**src/rtl/scanPkg.sv**
```systemverilog
package scanPkg;

  typedef enum logic [2:0] {
    TST_NEVER  = 3'd0,
    TST_LT     = 3'd1,
    TST_EQ     = 3'd2,
    TST_LE     = 3'd3,
    TST_GT     = 3'd4,
    TST_NE     = 3'd5,
    TST_GE     = 3'd6,
    TST_ALWAYS = 3'd7
  } cmpCode_e;

  // strobes from control to datapath
  typedef struct packed {
    logic loadCfg;
    logic stepPt;
  } ctrlStrobe_t;

  // status flags from datapath to control
  typedef struct packed {
    logic domEmpty;
    logic lastPt;
    logic cmpPass;
  } dpStatus_t;

endpackage

```
**src/rtl/scanDatapath.sv**
```systemverilog
module scanDatapath
  import scanPkg::*;
#(
  parameter int COORD_W = 10,
  parameter int VAL_W   = 16,
  parameter int ADDR_W  = 24,
  parameter int PITCH_W = 12
) (
  input  logic               clk,
  input  logic               rstN,
  input  ctrlStrobe_t        strobe,
  input  logic [COORD_W-1:0] domX0,
  input  logic [COORD_W-1:0] domY0,
  input  logic [COORD_W-1:0] domX1,
  input  logic [COORD_W-1:0] domY1,
  input  logic [2:0]         testCode,
  input  logic [VAL_W-1:0]   refVal,
  input  logic [ADDR_W-1:0]  bufBase,
  input  logic [PITCH_W-1:0] bufPitch,
  input  logic [VAL_W-1:0]   rdData,
  output dpStatus_t          status,
  output logic [COORD_W-1:0] curX,
  output logic [COORD_W-1:0] curY,
  output logic [ADDR_W-1:0]  rdAddr
);

  localparam int PROD_W = COORD_W + PITCH_W;

  logic [COORD_W-1:0] cfgX0, cfgX1, cfgY1;
  logic [VAL_W-1:0]   cfgRef;
  cmpCode_e           cfgTest;
  logic [ADDR_W-1:0]  cfgBase;
  logic [PITCH_W-1:0] cfgPitch;
  logic [PROD_W-1:0]  rowOff;
  logic               rowEnd;
  logic               cmpRes;

  // configuration capture and point stepping
  always_ff @(posedge clk) begin
    if (!rstN) begin
      cfgX0    <= '0;
      cfgX1    <= '0;
      cfgY1    <= '0;
      cfgRef   <= '0;
      cfgTest  <= TST_NEVER;
      cfgBase  <= '0;
      cfgPitch <= '0;
      curX     <= '0;
      curY     <= '0;
    end else if (strobe.loadCfg) begin
      cfgX0    <= domX0;
      cfgX1    <= domX1;
      cfgY1    <= domY1;
      cfgRef   <= refVal;
      cfgTest  <= cmpCode_e'(testCode);
      cfgBase  <= bufBase;
      cfgPitch <= bufPitch;
      curX     <= domX0;
      curY     <= domY0;
    end else if (strobe.stepPt) begin
      if (rowEnd) begin
        curX <= cfgX0;
        curY <= curY + COORD_W'(1);
      end else begin
        curX <= curX + COORD_W'(1);
      end
    end
  end

  assign rowEnd = (curX == cfgX1);

  // linear address of the current element
  assign rowOff = PROD_W'(curY) * PROD_W'(cfgPitch);
  assign rdAddr = cfgBase + ADDR_W'(rowOff) + ADDR_W'(curX);

  // reference OP stored
  always_comb begin
    unique case (cfgTest)
      TST_NEVER:  cmpRes = 1'b0;
      TST_LT:     cmpRes = (cfgRef <  rdData);
      TST_EQ:     cmpRes = (cfgRef == rdData);
      TST_LE:     cmpRes = (cfgRef <= rdData);
      TST_GT:     cmpRes = (cfgRef >  rdData);
      TST_NE:     cmpRes = (cfgRef != rdData);
      TST_GE:     cmpRes = (cfgRef >= rdData);
      TST_ALWAYS: cmpRes = 1'b1;
      default:    cmpRes = 1'b0;
    endcase
  end

  assign status.domEmpty = (domX1 < domX0) || (domY1 < domY0);
  assign status.lastPt   = rowEnd && (curY == cfgY1);
  assign status.cmpPass  = cmpRes;

  // a step never carries the row past the last configured row
  AST_ROW_BOUND: assert property (@(posedge clk) disable iff (!rstN)
    (strobe.stepPt && !status.lastPt) |=> (curY <= cfgY1));

  // a row wrap returns to the left column
  AST_ROW_WRAP: assert property (@(posedge clk) disable iff (!rstN)
    (strobe.stepPt && rowEnd && !status.lastPt) |=> (curX == cfgX0));

endmodule

```
**src/rtl/scanCtrl.sv**
```systemverilog
module scanCtrl
  import scanPkg::*;
(
  input  logic        clk,
  input  logic        rstN,
  input  logic        startCmd,
  input  logic        rdDataValid,
  input  logic        dispReady,
  input  dpStatus_t   status,
  output ctrlStrobe_t strobe,
  output logic        rdReq,
  output logic        dispValid,
  output logic        busy,
  output logic        done
);

  typedef enum logic [1:0] {
    ST_IDLE = 2'd0,
    ST_READ = 2'd1,
    ST_WAIT = 2'd2,
    ST_DISP = 2'd3
  } scanState_e;

  scanState_e state, stateNext;
  logic       doneNext;

  always_comb begin
    stateNext      = state;
    doneNext       = 1'b0;
    strobe.loadCfg = 1'b0;
    strobe.stepPt  = 1'b0;
    unique case (state)
      ST_IDLE: begin
        if (startCmd) begin
          if (status.domEmpty) begin
            doneNext = 1'b1;
          end else begin
            strobe.loadCfg = 1'b1;
            stateNext      = ST_READ;
          end
        end
      end
      ST_READ: stateNext = ST_WAIT;
      ST_WAIT: begin
        if (rdDataValid) begin
          if (status.cmpPass) begin
            stateNext = ST_DISP;
          end else if (status.lastPt) begin
            stateNext = ST_IDLE;
            doneNext  = 1'b1;
          end else begin
            strobe.stepPt = 1'b1;
            stateNext     = ST_READ;
          end
        end
      end
      ST_DISP: begin
        if (dispReady) begin
          if (status.lastPt) begin
            stateNext = ST_IDLE;
            doneNext  = 1'b1;
          end else begin
            strobe.stepPt = 1'b1;
            stateNext     = ST_READ;
          end
        end
      end
      default: stateNext = ST_IDLE;
    endcase
  end

  always_ff @(posedge clk) begin
    if (!rstN) begin
      state <= ST_IDLE;
      done  <= 1'b0;
    end else begin
      state <= stateNext;
      done  <= doneNext;
    end
  end

  assign rdReq     = (state == ST_READ);
  assign dispValid = (state == ST_DISP);
  assign busy      = (state != ST_IDLE);

  AST_REQ_SINGLE: assert property (@(posedge clk) disable iff (!rstN)
    rdReq |=> !rdReq);

  AST_DISP_HOLD: assert property (@(posedge clk) disable iff (!rstN)
    (dispValid && !dispReady) |=> dispValid);

  AST_DISP_AFTER_DATA: assert property (@(posedge clk) disable iff (!rstN)
    $rose(dispValid) |-> $past(rdDataValid));

  AST_DONE_IDLE: assert property (@(posedge clk) disable iff (!rstN)
    done |-> !busy);

  AST_DONE_PULSE: assert property (@(posedge clk) disable iff (!rstN)
    done |=> !done);

  AST_EMPTY_NO_RUN: assert property (@(posedge clk) disable iff (!rstN)
    (startCmd && !busy && status.domEmpty) |=> (!busy && done));

  AST_START_STARTS: assert property (@(posedge clk) disable iff (!rstN)
    (startCmd && !busy && !status.domEmpty) |=> (busy && rdReq));

endmodule

```
**src/rtl/condScanDispatch.sv**
```systemverilog
module condScanDispatch
  import scanPkg::*;
#(
  parameter int COORD_W = 10,
  parameter int VAL_W   = 16,
  parameter int ADDR_W  = 24,
  parameter int PITCH_W = 12
) (
  input  logic               clk,
  input  logic               rstN,
  input  logic               startCmd,
  input  logic [COORD_W-1:0] domX0,
  input  logic [COORD_W-1:0] domY0,
  input  logic [COORD_W-1:0] domX1,
  input  logic [COORD_W-1:0] domY1,
  input  logic [2:0]         testCode,
  input  logic [VAL_W-1:0]   refVal,
  input  logic [ADDR_W-1:0]  bufBase,
  input  logic [PITCH_W-1:0] bufPitch,
  output logic               rdReq,
  output logic [ADDR_W-1:0]  rdAddr,
  input  logic               rdDataValid,
  input  logic [VAL_W-1:0]   rdData,
  output logic               dispValid,
  input  logic               dispReady,
  output logic [COORD_W-1:0] dispX,
  output logic [COORD_W-1:0] dispY,
  output logic               busy,
  output logic               done
);

  ctrlStrobe_t strobe;
  dpStatus_t   status;

  scanCtrl u_ctrl (
    .clk         (clk),
    .rstN        (rstN),
    .startCmd    (startCmd),
    .rdDataValid (rdDataValid),
    .dispReady   (dispReady),
    .status      (status),
    .strobe      (strobe),
    .rdReq       (rdReq),
    .dispValid   (dispValid),
    .busy        (busy),
    .done        (done)
  );

  scanDatapath #(
    .COORD_W (COORD_W),
    .VAL_W   (VAL_W),
    .ADDR_W  (ADDR_W),
    .PITCH_W (PITCH_W)
  ) u_dp (
    .clk      (clk),
    .rstN     (rstN),
    .strobe   (strobe),
    .domX0    (domX0),
    .domY0    (domY0),
    .domX1    (domX1),
    .domY1    (domY1),
    .testCode (testCode),
    .refVal   (refVal),
    .bufBase  (bufBase),
    .bufPitch (bufPitch),
    .rdData   (rdData),
    .status   (status),
    .curX     (dispX),
    .curY     (dispY),
    .rdAddr   (rdAddr)
  );

  AST_DISP_XY_STABLE: assert property (@(posedge clk) disable iff (!rstN)
    (dispValid && !dispReady) |=> ($stable(dispX) && $stable(dispY)));

  AST_REQ_WHILE_BUSY: assert property (@(posedge clk) disable iff (!rstN)
    (rdReq || dispValid) |-> busy);

endmodule

```
**config.mk**
```make
export PLATFORM = sky130hd
export DESIGN_NAME = condScanDispatch
export DESIGN_NICKNAME = d
export VERILOG_FILES = /design/src/rtl/scanPkg.sv /design/src/rtl/scanDatapath.sv /design/src/rtl/scanCtrl.sv /design/src/rtl/condScanDispatch.sv
export SDC_FILE = /design/constraint.sdc
export NUM_CORES = 1
export LEC_CHECK = 0
export ABC_AREA = 1
export BUFFER_PORTS_ARGS = -buffer_cell sky130_fd_sc_hd__buf_2
export CORE_ASPECT_RATIO = 1.4
export CORE_MARGIN = 1.5
export CORE_UTILIZATION = 30
export DETAILED_ROUTE_END_ITERATION = 7
export HOLD_SLACK_MARGIN = 0.02
export SLEW_MARGIN = 10
export SYNTH_ARGS = -nofsm -noshare
export SYNTH_HDL_FRONTEND = slang
export SYNTH_SLANG_ARGS = --single-unit
```
**constraint.sdc**
```tcl
create_clock -name clk -period 9.4 [get_ports clk]
set_clock_uncertainty 0.2 [all_clocks]
set_input_delay 1.41 -clock clk [delete_from_list [all_inputs] [get_ports clk]]
set_output_delay 1.41 -clock clk [all_outputs]
set_load 0.1 [all_outputs]
```
Word level (Yosys, flattened, before mapping)
Index checks and enable logic that the tools add are counted.

operators by class
  bitwise logic cells = 0
  muxes and demuxes = 29
  reduce and logical (&&, ||, !) cells = 9
  magnitude comparators = 6
  add/subtract/negate cells = 4
  equal/unequal tests = 18
  multiply operators = 1
  div/mod/pow operators = 0
  shift operators = 0

operators with widths
  operator               count
  $mux 10                6
  $add 24x10->24         1
  $add 24x22->24         1
  $mul 10x12->22         1
  $add 10x1->10 const B  2
  $eq 10x10->1           2
  $lt 10x10->1           2
  $eq 16x16->1           1
  $ge 16x16->1           1
  $gt 16x16->1           1
  $le 16x16->1           1
  $lt 16x16->1           1
  $ne 16x16->1           1
  $mux 1                 14
  $eq 3x3->1 const B     4
  $mux 2                 5
  $pmux 1 s8             1
  $pmux 2 s4             1
  $eq 3x2->1 const B     2
  $ne 2x2->1 const B     3
  $reduce_bool 2->1      3
  $eq 2x2->1 const B     2
  $reduce_and 4->1       1
  $eq 3x1->1 const B     1
  other kinds (9)        9

storage, ports and cells
  logic and storage cells = 78
  memory bits (writable) = 0
  output and inout bits = 48
  bits in read-only memories = 0
  input port bits = 116
  memories kept = 0
  latch bits = 0
  register bits = 108

Longest topological paths before layout
Gate-level depths: netlist of the first run.

  depth in word-level cells = 8
  depth in mapped cells = 25
  gate-level depth less buffers = 23

Cells and area by module
From an unflattened synthesis of the first run, not the netlist that was laid out.

unflattened totals
  cells, all modules = 1531
  area total of the unflattened synthesis = 10880.4 sq um

modules (own cells, without submodules)
  module        cells an instance  area each (sq um)  instances  sequential area each (sq um)
  scanDatapath  1484               10615.2            1          2102.0
  scanCtrl      47                 265.3              1          60.1

Worst setup path after synthesis of the first run
No wires, ideal clock.

  path type = register -> output
  from = reg u_dp.curY[6]
  to = out rdAddr[19]
  stages on the path, launching flop included = 20
  slack = 0.808 ns
  arrival time = 6.982 ns
  buffers on the path = 2
  required time = 7.790 ns
  path through = dfxtp_1 > buf_2 > buf_1 > nand2_1 > fa_1 > inv_1 > fa_1 > fa_1 > fa_1 > inv_1 > fa_1 > inv_1 > ha_1 > nand2_1 > nor4_1 > a21oi_1 > o21ai_0 > nand2_1 > nand2_1 > xor2_1

on the way
  word-level cells in the longest chain between the ends = 3

ends and longest elaborated chain
  what                      line                    RTL
  start: declaration        scanDatapath.sv:23      output logic [COORD_W-1:0] curY,
  start signal: assignment  scanDatapath.sv:59      curY <= domY0;
  start signal: assignment  scanDatapath.sv:63      curY <= curY + COORD_W'(1);
  $mul 10x12->22            scanDatapath.sv:73      assign rowOff = PROD_W'(curY) * PROD_W'(cfgPitch);
  $add 24x22->24            scanDatapath.sv:74      assign rdAddr = cfgBase + ADDR_W'(rowOff) + ADDR_W'(curX);
  $add 24x10->24            scanDatapath.sv:74
  end: declaration          condScanDispatch.sv:21  output logic [ADDR_W-1:0] rdAddr,

Every way passes these cells.

Final worst setup path of the first run
  from = reg u_dp.curY[2]
  to = out rdAddr[19]

The elaborated chain is that of the path after synthesis.

==> results of run 1 <==
## flip-flops by register name, indices dropped and copies added, names as in the netlist
name,flops
u_ctrl.state,2
u_dp.cfgY1,10
u_dp.cfgX0,10
u_dp.curY,10
u_dp.curX,10
u_dp.cfgBase,24
u_ctrl.done,1
u_dp.cfgRef,16
u_dp.cfgX1,10
u_dp.cfgPitch,12
u_dp.cfgTest,3
## cell families after synthesis
kind of cell / Yosys count / share of synthesized area
compound gates: 230 / 0.111
simple gates: 521 / 0.196
buf+inv: 379 / 0.139
xor+xnor: 41 / 0.0335
flops: 108 / 0.202
fa+ha+maj: 206 / 0.318
## worst max-delay path: cells and delay by family, from the launching register on
kind                       cells  cell delay (ps)
AOI/OAI and AO/OA              5              960
and+or+nand+nor                3              330
DFF                            1              880
xor gates and xnor gates       1              160
buffers and inverters          4              590
adders and majority gates      6             2930
## layout by cell type (no fill, tap or decap), types with 2 or more instances in the layout
| master | netlist | layout |
|---|---|---|
| nand3_2 | 2 | 2 |
| inv_6 | 0 | 2 |
| nand4_1 | 4 | 4 |
| o211ai_1 | 7 | 7 |
| clkinv_2 | 0 | 3 |
| dfxtp_1 | 108 | 108 |
| nor4_1 | 3 | 3 |
| fa_1 | 111 | 111 |
| xor2_1 | 33 | 33 |
| xnor2_1 | 8 | 8 |
| nor3_1 | 9 | 9 |
| o21ai_0 | 73 | 73 |
| nand2_1 | 403 | 403 |
| inv_2 | 5 | 6 |
| nand2_4 | 1 | 2 |
| buf_2 | 18 | 163 |
| inv_1 | 305 | 303 |
| ha_1 | 95 | 95 |
| nand2_2 | 3 | 2 |
| diode_2 | 0 | 2 |
| buf_4 | 6 | 3 |
| a21o_1 | 2 | 2 |
| clkbuf_16 | 0 | 9 |
| nand3_1 | 42 | 42 |
| nor2_1 | 46 | 46 |
| nor2_2 | 3 | 3 |
| a21oi_1 | 140 | 140 |
| o21a_1 | 2 | 2 |
## metrics by stage
stage	power (mW)	area, sq um	cells
after floorplan	1.29	10700	1485
after global placement	1.45	11800	2038
after detailed placement	1.46	11800	2038
after CTS	1.87	12100	2054
after global routing	1.97	12100	2055
final	1.85	12100	2056
## path summary, 6_finish.rpt
check / startpoint / to / slack (ps) / cells after the start
setup / recovery: u_dp.curY[2] / rdAddr[19] / 1560 / 19
hold / removal: u_dp.cfgX0[5] / u_dp.cfgX0[5] / 270 / 2
setup reg to reg: u_dp.curY[4] / u_dp.curY[2] / 6100 / 12
hold reg to reg: u_dp.cfgX0[5] / u_dp.cfgX0[5] / 270 / 2
## final cells by class
| type | instances | area [sq um] | share of cell area |
|---|---|---|---|
| Antenna cell | 2 | 5.00 | 0.000413 |
| Clock buffer | 9 | 225 | 0.0186 |
| Clock inverter | 7 | 73.8 | 0.00610 |
| Inverter | 310 | 1160 | 0.0962 |
| Multi-Input combinational cell | 998 | 7070 | 0.584 |
| Sequential cell | 108 | 2160 | 0.179 |
| Tap cell | 456 | 571 | 0.0471 |
| Timing Repair Buffer | 166 | 838 | 0.0692 |
## where the power goes
part	internal [mW]	leakage [nW]	switching (mW)	total (mW)
sequential	0.503	0.876	0.0727	0.576
clock	0.209	0.146	0.202	0.411
combinational	0.207	5.51	0.653	0.860
total	0.919	6.53	0.928	1.85
## layer usage
layer,share of wire,GRT usage
met2,0.51,0.312
met3,0.045,0.0296
met1,0.41,0.193
met4,0.030,0.0725
met5,0.00033,0
==> results by group, run 1 <==
Run status
  – Status: completed

Worst setup path
  – Worst-path cell chain: nand2_1, fa_1, inv_1, fa_1, fa_1, fa_1, inv_1, fa_1, inv_1, ha_1, a21oi_1, o21ai_0, a21o_1, a21oi_1, o21ai_0, nand2_1, nand2_1, xor2_1, buf_2
  – CP peak stage delay: 880 ps
  – Crit-path max FO: 18
  – WP data required: ~7800 ps
  – Setup crit end kind: output port
  – Most frequent CP cell: fa_1
  – CP Launch Type: flip-flop
  – Critical Path Slowest Stage Cell: dfxtp_1
  – Crit path DAT: between 6000 and 7000 ps
  – CP Class: reg2out

Detailed routing
  – DRC: 0
  – ANT nets after route: 0
  – DR WL/cell: between 10 and 15 um
  – Total Wirelength: ~30 mm
  – Vias per cell: ~4.6
  – Vias post-DR: between 9000 and 10000
  – Drt pass-1 iters: 5
  – Initial DRC count: about 400

Clock tree
  – Root Buffer: clkbuf_16
  – Hold_buf cts: 0
  – CTS max path bufs: 2
  – CTS Buf Count: 9
  – Reg clk slew, reported paths: approximately 80 ps
  – CTS sink cnt: about 110
  – # H-tree levels: 3
  – CTS tree: yes
  – PostCTS Resize Cnt: 0
  – # Post-CTS Setup Buffers: 0
  – Clock latency on the worst-skew pair: 380 ps

Timing
  – Slew HR: 0.437
  – RSZ-0062 raised after global routing: no
  – Final Cycle Share: 0.834
  – Setup TNS: 0 ps
  – Post-layout min period: 7840 ps
  – Worst setup margin: 1560 ps
  – WHS: about 270 ps
  – Pins Over Slew Limit: 0
  – FMAX: about 0.13 GHz
  – Final setup fails: 0
  – Final Hold Fails: 0
  – Worst slew pin tran: about 840 ps

Logic synthesis
  – Post-synth top area share: 0.207
  – Fraction of registers with async set/reset: 0
  – Cell taking the most area after synthesis: fa_1
  – EDFF count, synth: 0
  – Synth Warn #: 0
  – Syn Nets: about 1800
  – Synth Flop Type: dfxtp_1
  – Synth area leaders: fa_1, dfxtp_1, nand2_1, ha_1, inv_1
  – Mapped Area: about 0.011 sq mm
  – Post-synth top cells: nand2_1, inv_1, a21oi_1
  – Post-Syn Area per Cell: 7.22 sq um
  – Distinct cells, synth: 39
  – FF+latch count, synth: around 110
  – Sequential fraction of the synthesis area: 0.202
  – Post-Syn Instances: roughly 1500
  – Most frequent cell after synthesis: nand2_1

Global routing
  – GRT Residual Overflow: 0
  – Antenna violations before repair: 3
  – Vias in the first global route: roughly 9600
  – Global-route wire length before repair: between 40 and 50 mm
  – Pin count of the biggest net entering global routing: 79
  – Gr usage total: 0.171

Floorplan
  – Die Area: between 0.03 and 0.04 sq mm
  – Rows: between 80 and 90
  – Die height: between 200 and 250 um
  – Initial Utilization: 0.306
  – Core area: 0.0351 sq mm
  – Chip width: about 160 um
  – I/O pins: 164

Pwr
  – Peak VDD IR: between 0.15 and 0.2 mV
  – Power density cells: between 150 and 200 mW/mm^2
  – Leak: 6.53 nW

Placed design
  – Final HPWL DP: between 20 and 25 mm
  – PortBufs: approximately 160
  – GP Congestion: ~0.85
  – Worst slack, placed: 1910 ps

Job
  – Maxcap violations: 0

Layout
  – Util after Layout: 0.345
  – Area Overhead vs Synth: 13.0%
  – Fill cells: roughly 3800
  – Final #Nets: around 1900
  – Layout cell share with drive strength beyond 1: 0.126

Hold path
  – Hold Path Class: reg2reg
(Power assumes the default switching activity.)
==> run 2, diff against run 1 <==
==> constraint.sdc (replaced) <==
create_clock -name clk -period 7.9 [get_ports clk]
set_clock_uncertainty 0.2 [all_clocks]
set_input_delay 1.185 -clock clk [delete_from_list [all_inputs] [get_ports clk]]
set_output_delay 1.185 -clock clk [all_outputs]
set_load 0.1 [all_outputs]
==> run 2 against run 1 <==
Combinational power rose by 20%. Critical path type unchanged. Largest power group unchanged. Highest routed layer unchanged. Non-clock buffer count rose by 4. Clock power rose by 24%. Sequential share of layout area fell by 0.13 points. Final cell count barely moved. Die area did not move. First-iteration DRC count fell by 14%. Count of clock-buffer cells in the layout did not move. Critical path depth did not move. Register-to-register slack got worse by 1300 ps. Worst hold slack got worse by 3.4 ps. Design area rose by 1.2%.
==> results by group, run 2 (synthesis results as in run 1) <==
Detailed routing
  – Vias post-DR: roughly 9300
  – DR WL/cell: between 10 and 15 um
  – DRC: 0
  – Vias per cell: around 4.5
  – Drt pass-1 iters: 4
  – Initial DRC count: ~350
  – Total Wirelength: about 30 mm
  – ANT nets after route: 0

Global routing
  – Antenna violations before repair: 3
  – Pin count of the biggest net entering global routing: roughly 80
  – Global-route wire length before repair: roughly 50 mm
  – Gr usage total: 0.171
  – GRT Residual Overflow: 0
  – Vias in the first global route: slightly below 10000

Layout
  – Commonest non-fill, non-tap cell in the layout: nand2_1
  – Finished Layout Cells: just over 2000
  – Multi-input gate area: slightly above 0.007 sq mm
  – Max reg flops: 24
  – Area Overhead vs Synth: 14.3%
  – Final instance area: approximately 0.012 sq mm
  – FF+latch area: 0.00217 sq mm
  – Largest Register: u_dp.cfgBase
  – Top Registers: u_dp.cfgBase x24, u_dp.cfgRef x16, u_dp.cfgPitch x12
  – Util after Layout: 0.349
  – Fill cells: ~3800
  – Final #Nets: approximately 1900
  – Most frequent cells in the layout: nand2_1, inv_1, buf_2
  – Layout cell share with drive strength beyond 1: 0.139

Timing
  – Setup TNS: 0 ps
  – Final Hold Fails: 0
  – FMAX: around 0.13 GHz
  – Post-layout min period: 7530 ps
  – Slew HR: 0.370
  – Final setup fails: 0
  – WHS: roughly 260 ps
  – Pins Over Slew Limit: 0
  – Worst setup margin: 370 ps
  – Worst slew pin tran: 945 ps
  – RSZ-0062 raised after global routing: no
  – Final Cycle Share: 0.953

Pwr
  – Combinational power share: 0.462
  – Leak: between 6 and 7 nW
  – Int Power: about 1.1 mW
  – Power density cells: 181 mW/mm^2
  – PnR Total Power: about 2.2 mW
  – Psw: 1.09 mW
  – Reg power frac: 0.308
  – Peak VDD IR: 0.148 mV
  – Switch share: 0.492
  – Clock network fraction of total power: 0.230

Worst setup path
  – Crit path DAT: roughly 6200 ps
  – CP Launch Type: flip-flop
  – CP Class: reg2out
  – Setup crit start: u_dp.cfgPitch[4]
  – Crit Reg-Reg Startpoint: u_dp.curX[5]
  – Crit-path max FO: 11
  – Setup crit end kind: output port
  – WP data required: 6510 ps

Clock tree
  – CTS sink cnt: around 110
  – # Post-CTS Setup Buffers: 0
  – CTS Buf Count: 9
  – CTS tree: yes
  – Hold_buf cts: 0
  – Reg clk slew, reported paths: about 80 ps
  – Root Buffer: clkbuf_16
  – CTS max path bufs: 2
  – # H-tree levels: 3
  – Clock latency on the worst-skew pair: ~370 ps

Job
  – Maxcap violations: 0

Floorplan
  – Rows: 81
  – Die Area: approximately 0.037 sq mm
  – Chip width: 163 um
  – I/O pins: about 160
  – Initial Utilization: 0.306
  – Core area: 0.0351 sq mm
  – Die height: about 230 um

Hold path
  – Hold path start: u_dp.cfgX1[8]
  – Hold Path Class: reg2reg

Placed design
  – Placed cells: roughly 2000
  – Worst slack, placed: 569 ps
  – GP Congestion: 0.849
  – Placed cell area: around 0.012 sq mm
  – PortBufs: between 150 and 200
  – Final HPWL DP: around 25 mm

Run status
  – Status: completed
==> run 2: final cells by class <==
cell class / instances / share of cell area
antenna: 1 / 0.000204
clock buffer: 9 / 0.0184
clock inverter: 6 / 0.00786
inverter: 310 / 0.0951
multi-input combinational: 998 / 0.584
sequential: 108 / 0.177
tap: 456 / 0.0466
timing repair buffer: 170 / 0.0709
==> run 2: timing repair <==
item | in CTS | in global routing
gates resized for setup | 0 | 8
endpoints found under the hold margin | 0 | 0
endpoints found under the setup margin | 0 | 4
==> run 2: final timing paths <==
| kind | to | slack (ps) | cells past startpoint |
|---|---|---|---|
| worst max-delay path | rdAddr[18] | 370 | 19 |
| worst min-delay path | u_dp.cfgX1[8] | 260 | 2 |
| worst max register to register | u_dp.curY[7] | 4780 | 12 |
| worst min register to register | u_dp.cfgX1[8] | 260 | 2 |
==> run 2: metal layers <==
metal  vias up  wire length [um]  global-route usage
met5         -                18                   0
met4         4              1020              0.0707
met3        49              1400              0.0331
met2       195             15200               0.310
met1      4319             12700               0.193
li1       4727                 -                   -
==> run 2: critical path, cell delays in order (launching register included) <==
cell,delay (ps)
dfxtp_1,670
nand2_1,160
fa_1,560
inv_1,50
fa_1,480
fa_1,520
fa_1,540
inv_1,50
fa_1,530
inv_1,40
ha_1,340
nand2_1,130
nor4_1,450
a211oi_1,250
o21bai_1,290
nand2_1,110
nand2_1,80
nand2_1,50
nand2_1,50
buf_2,420
==> run 2: power by group through the flow <==
stage,clock (mW),combinational (mW),sequential [mW]
finish,0.511,1.03,0.684
global placement,0,1.03,0.696
floorplan,0,0.754,0.779
CTS,0.528,1.04,0.686
detailed placement,0,1.04,0.699
global route,0.546,1.13,0.695
